--- src/rtl/wps_pkg.sv ---
package wps_pkg;

   // Field positions inside the status byte
   localparam int unsigned STB_LOCK_EN = 7;
   localparam int unsigned STB_ZONE_HI = 3;
   localparam int unsigned STB_ZONE_LO = 2;
   localparam int unsigned STB_WEL     = 1;
   localparam int unsigned STB_BUSY    = 0;

   typedef enum logic [1:0] {
      ZONE_NONE    = 2'b00,
      ZONE_QUARTER = 2'b01,
      ZONE_HALF    = 2'b10,
      ZONE_ALL     = 2'b11
   } zone_e;

   typedef struct packed {
      logic  lock_en;
      zone_e zone;
   } nv_cfg_t;

endpackage

--- src/rtl/wps_zone_decode.sv ---
module wps_zone_decode
   import wps_pkg::*;
#(
   parameter int unsigned ADDR_W = 11
) (
   input  zone_e             zone,
   input  logic [ADDR_W-1:0] addr,
   output logic              in_zone
);
   localparam int unsigned TOP_BITS = 2;

   initial begin
      if (ADDR_W < TOP_BITS)
         $error("wps_zone_decode: ADDR_W must be at least %0d", TOP_BITS);
   end

   logic [TOP_BITS-1:0] top;
   assign top = addr[ADDR_W-1 -: TOP_BITS];

   always_comb begin
      unique case (zone)
         ZONE_NONE:    in_zone = 1'b0;
         ZONE_QUARTER: in_zone = &top;
         ZONE_HALF:    in_zone = top[TOP_BITS-1];
         default:      in_zone = 1'b1;
      endcase
   end
endmodule

--- src/rtl/wps_wel_ctrl.sv ---
module wps_wel_ctrl (
   input  logic clk,
   input  logic rst_n,
   input  logic set_req,
   input  logic clr_req,
   input  logic busy,
   output logic wel
);
   logic busy_q;
   logic busy_done;

   assign busy_done = busy_q & ~busy;

   always_ff @(posedge clk or negedge rst_n) begin
      if (!rst_n) begin
         busy_q <= 1'b0;
         wel    <= 1'b0;
      end else begin
         busy_q <= busy;
         if (clr_req || busy_done)
            wel <= 1'b0;
         else if (set_req)
            wel <= 1'b1;
      end
   end
endmodule

--- src/rtl/wps_nv_reg.sv ---
module wps_nv_reg
   import wps_pkg::*;
#(
   parameter logic [2:0] NV_INIT = 3'b000
) (
   input  logic    clk,
   input  logic    rst_n,
   input  logic    load,
   input  logic [7:0] wdata,
   output nv_cfg_t cfg
);
   localparam nv_cfg_t CFG_INIT = nv_cfg_t'(NV_INIT);

   nv_cfg_t cfg_next;
   assign cfg_next = '{lock_en: wdata[STB_LOCK_EN],
                       zone:    zone_e'(wdata[STB_ZONE_HI:STB_ZONE_LO])};

   always_ff @(posedge clk or negedge rst_n) begin
      if (!rst_n)
         cfg <= CFG_INIT;
      else if (load)
         cfg <= cfg_next;
   end
endmodule

--- src/rtl/wprot_status_unit.sv ---
module wprot_status_unit
   import wps_pkg::*;
#(
   parameter int unsigned ADDR_W  = 11,
   parameter logic [2:0]  NV_INIT = 3'b000,
   parameter bit          HOLD_ON_BUSY = 1'b1
) (
   input  logic              clk,
   input  logic              rst_n,
   input  logic              cmd_wel_set,
   input  logic              cmd_wel_clr,
   input  logic              cmd_stat_wr,
   input  logic [7:0]        stat_wdata,
   input  logic [ADDR_W-1:0] arr_addr,
   input  logic              lock_pin_n,
   input  logic              wr_busy,
   output logic [7:0]        status_byte,
   output logic              arr_wr_ok,
   output logic              stat_wr_ok
);
   nv_cfg_t cfg;
   logic    wel;
   logic    in_zone;
   logic    hw_lock;
   logic    gate_ok;

   wps_wel_ctrl u_wel (
      .clk     (clk),
      .rst_n   (rst_n),
      .set_req (cmd_wel_set),
      .clr_req (cmd_wel_clr),
      .busy    (wr_busy),
      .wel     (wel)
   );

   wps_zone_decode #(.ADDR_W(ADDR_W)) u_zone (
      .zone    (cfg.zone),
      .addr    (arr_addr),
      .in_zone (in_zone)
   );

   generate
      if (HOLD_ON_BUSY) begin : g_busy_gate
         assign gate_ok = wel & ~wr_busy;
      end else begin : g_no_busy_gate
         assign gate_ok = wel;
      end
   endgenerate

   assign hw_lock    = cfg.lock_en & ~lock_pin_n;
   assign arr_wr_ok  = gate_ok & ~in_zone;
   assign stat_wr_ok = gate_ok & ~hw_lock;

   wps_nv_reg #(.NV_INIT(NV_INIT)) u_nv (
      .clk   (clk),
      .rst_n (rst_n),
      .load  (cmd_stat_wr & stat_wr_ok),
      .wdata (stat_wdata),
      .cfg   (cfg)
   );

   always_comb begin
      status_byte = 8'h00;
      status_byte[STB_LOCK_EN] = cfg.lock_en;
      status_byte[STB_ZONE_HI:STB_ZONE_LO] = cfg.zone;
      status_byte[STB_WEL]  = wel;
      status_byte[STB_BUSY] = wr_busy;
   end
endmodule

--- config.mk ---
export PLATFORM = sky130hd
export DESIGN_NAME = wprot_status_unit
export DESIGN_NICKNAME = d
export VERILOG_FILES = /design/src/rtl/wps_pkg.sv /design/src/rtl/wps_zone_decode.sv /design/src/rtl/wps_wel_ctrl.sv /design/src/rtl/wps_nv_reg.sv /design/src/rtl/wprot_status_unit.sv
export SDC_FILE = /design/constraint.sdc
export NUM_CORES = 1
export LEC_CHECK = 0
export ABC_AREA = 1
export ABC_CLOCK_PERIOD_IN_PS = 1400
export BUFFER_PORTS_ARGS = -buffer_cell sky130_fd_sc_hd__buf_2
export CAP_MARGIN = 20
export CORE_AREA = 2 2 39 41
export CTS_CLUSTER_SIZE = 28
export DETAILED_ROUTE_END_ITERATION = 7
export DIE_AREA = 0 0 41 43
export GPL_TIMING_DRIVEN = 0
export HOLD_SLACK_MARGIN = 0.06
export MAX_ROUTING_LAYER = met4
export PLACE_DENSITY = 0.68
export SYNTH_ARGS = -nofsm -noshare
export SYNTH_HDL_FRONTEND = slang
export SYNTH_SLANG_ARGS = --single-unit
export TNS_END_PERCENT = 20
--- constraint.sdc ---
create_clock -name clk -period 1.4 [get_ports clk]
set_clock_uncertainty 0.15 [all_clocks]
set_input_delay 0.07 -clock clk [delete_from_list [all_inputs] [get_ports clk]]
set_output_delay 0.07 -clock clk [all_outputs]
set_load 0.05 [all_outputs]
==> flow_summary_export.csv <==
group,metric,value,unit
finish,regArea,125,um2
placement,gp_congestion,0.716,
finish,antenna_cells,0,
finish,drive_gt1_share,50.0,%
floorplanning,row_count,14,
route,vias,339,
placement,numPortBuffers,18,
global_routing,grt_pass1_vias,262,
finish,final_common_cell,"buf_2",
floorplanning,fp.coreArea,1380,um2
finish,area_growth,104,%
synth,yosys.area.top_type,"dfrtp_1",
route,drt_wl_total,736,um
clocking,cts_buffers,3,
clocking,cts.clk_slew.worst_paths,40,ps
power,p_comb_share,42.2,%
placement,dp.cells,69,
synth,synth.ff_latch_count,5,
synth,netlist_instances,33,
power,netSwitchingPower,245,uW
clocking,clock-sinks,5,
worst_setup_path,cp-start-kind,"flop",
floorplanning,die-area,1760,um2
power,swShare,40.3,%
route,post_drt_via_cell_ratio,3.94,
finish,finalNonFillerCells,86,
timing,setup_tns,0,ps
floorplanning,die_w,41,um
route,avgRoutedWirePerCell,8.56,um
floorplanning,ios,36,
finish,final_cell_mix,"16 x buf_2, 10 x dlygate4sd3_1, 8 x buf_4",
run,cap_violations,0,
route,drc,0,
global_routing,grt_util_met1,11.2,%
power,leakage,0.000307,uW
global_routing,grt_pass1_wl,1010,um
timing,period_needed,1360,ps
finish,n_fill_cell,149,
clocking,tritoncts,"done",
power,design_power_total,609,uW
clocking,htree_levels,1,
power,peakVddDrop,0.426,mV
floorplanning,start_util,20.4,%
synth,yosysWarnings,0,
global_routing,busiest_layer,"met2",
global_routing,overflow,0,
timing,slew_violations,0,
finish,multi_input_area,126,um2
run_status,status,"finished, final reports clean",
route,firstDrtPassIters,4,
synth,seq_area_frac_synth,44.2,%
timing,min_period_over_period,97.0,%
global_routing,use_met2,11.6,%
synth,synth_area,283,um2
min_path,hold_class,"in -> reg",
power,power.share.clock,26.9,%
synth,netlist.area_leader.share,44.2,%
finish,fin_nets,97,
timing,fmax,736,MHz
synth,netlist_top_cells_area,"dfrtp_1 44%, buf_4 13%, nand2_1 11%",
worst_setup_path,cp.arrival,1140,ps
worst_setup_path,critPathKind,"reg -> out",
floorplanning,fp.dieH,43,um
power,pwr-share-seq,30.9,%
power,p_per_area,1060,nW/um2
clocking,worstSkewPairLatency,240,ps
worst_setup_path,setup.worst_path.end_class,"primary output",
route,drt_iter0_drc,5,
synth,synth_cell_type_count,14,
timing,hold_violations,0,
synth,postSynthAreaPerCell,8.57,um2
worst_setup_path,critPathRequiredTime,1180,ps
worst_setup_path,crit_fanout,4,
clocking,cts_root_buf,"clkbuf_4",
global_routing,antenna_found_initial,0,
global_routing,grt_max_degree,7,
global_routing,track_usage,8.60,%
timing,setup_viol,0,
global_routing,met3_usage,3.14,%
power,p_int,363,uW
timing,grt_setup_unrepaired,"true",
clocking,clock_path_buffers,2,
route,antenna_left,0,
==> worst max-delay path, cell delays in order, from the launching register on <==
cell and delay [ps]:
dfrtp_1 380, inv_2 60, nor2_4 140, and2_2 170, buf_6 150
==> metal layers <==
layer  vias up  wire length (um)
met1       150               307
met4         0                 0
li1        172                 -
met5         -                 0
met2        17               352
met3         0                76
==> state kept, by name (all words and copies together), names as in the netlist <==
| signal | cells |
|---|---|
| u_wel.wel | 1 |
| u_nv.cfg | 3 |
| u_wel.busy_q | 1 |
==> final timing paths <==
check	from	end	slack (ps)	cells past startpoint
max	u_wel.wel$_DFFE_PN0P_	stat_wr_ok	40	4
min	lock_pin_n	u_nv.cfg[0]$_DFFE_PN0P_	120	5
max reg2reg	u_wel.wel$_DFFE_PN0P_	u_nv.cfg[1]$_DFFE_PN0P_	220	6
min reg2reg	u_wel.busy_q$_DFF_PN0_	u_wel.wel$_DFFE_PN0P_	270	1
max in group asynchronous	rst_n	u_wel.wel$_DFFE_PN0P_	300	3
min in group asynchronous	rst_n	u_nv.cfg[2]$_DFFE_PN0P_	610	3
==> synth_stat cells <==
cell type  number
nand2_1         8
and2_2          1
nor2_4          1
nand3_2         1
o21a_1          1
nand4_1         3
nand3_1         1
dfrtp_1         5
a211oi_1        1
conb_1          1
inv_1           2
buf_4           5
inv_2           1
nor2_1          2
==> timing repair <==
item                                    in CTS  in global routing
setup buffers                                0                  3
cloned                                       0                  0
hold buffers                                 9                  1
hold endpoints to repair                    10                  1
endpoints found under the setup margin       2                  2
pin swaps                                    0                  3
gates resized for setup                      3                  3
==> layout make-up <==
class                      instances  area share, %
buffer                             5           6.52
clock buffer                       4           4.57
inverter                           3           1.96
multi-input combinational         22           22.0
sequential                         5           21.7
tap                               16           3.48
timing repair buffer              31           39.8
==> logic make-up (layout without fill, tap and decap cells) <==
| group | Yosys count | after routing | synth area share [%] |
|---|---|---|---|
| AOI/OAI and AO/OA | 2 | 2 | 5.31 |
| buffers and inverters | 8 | 43 | 17.3 |
| other | 1 | 3 | 1.33 |
| and+or+nand+nor | 17 | 17 | 31.9 |
| DFF | 5 | 5 | 44.2 |
==> per-stage QoR <==
step | hold WS [ps] | cell area [um2] | util [%] | worst slack (ps)
after CTS | -137 | 533 | 38.5 | -19.8
final | 121 | 576 | 41.6 | 41.3
after global placement | -263 | 408 | 29.5 | 168
after floorplan | -376 | 298 | - | 29.6
after global routing | 169 | 576 | 41.6 | -15.7
after detailed placement | -259 | 408 | 29.5 | 150
==> power groups by stage <==
| stage | registers, uW | logic [uW] | clock network [uW] |
|---|---|---|---|
| after floorplan | 261 | 96.0 | 0 |
| after global placement | 190 | 220 | 0 |
| after detailed placement | 191 | 222 | 0 |
| after CTS | 189 | 245 | 166 |
| after global routing | 192 | 275 | 172 |
| final | 188 | 257 | 164 |
No activity file was read; power rests on OpenSTA's default activity.
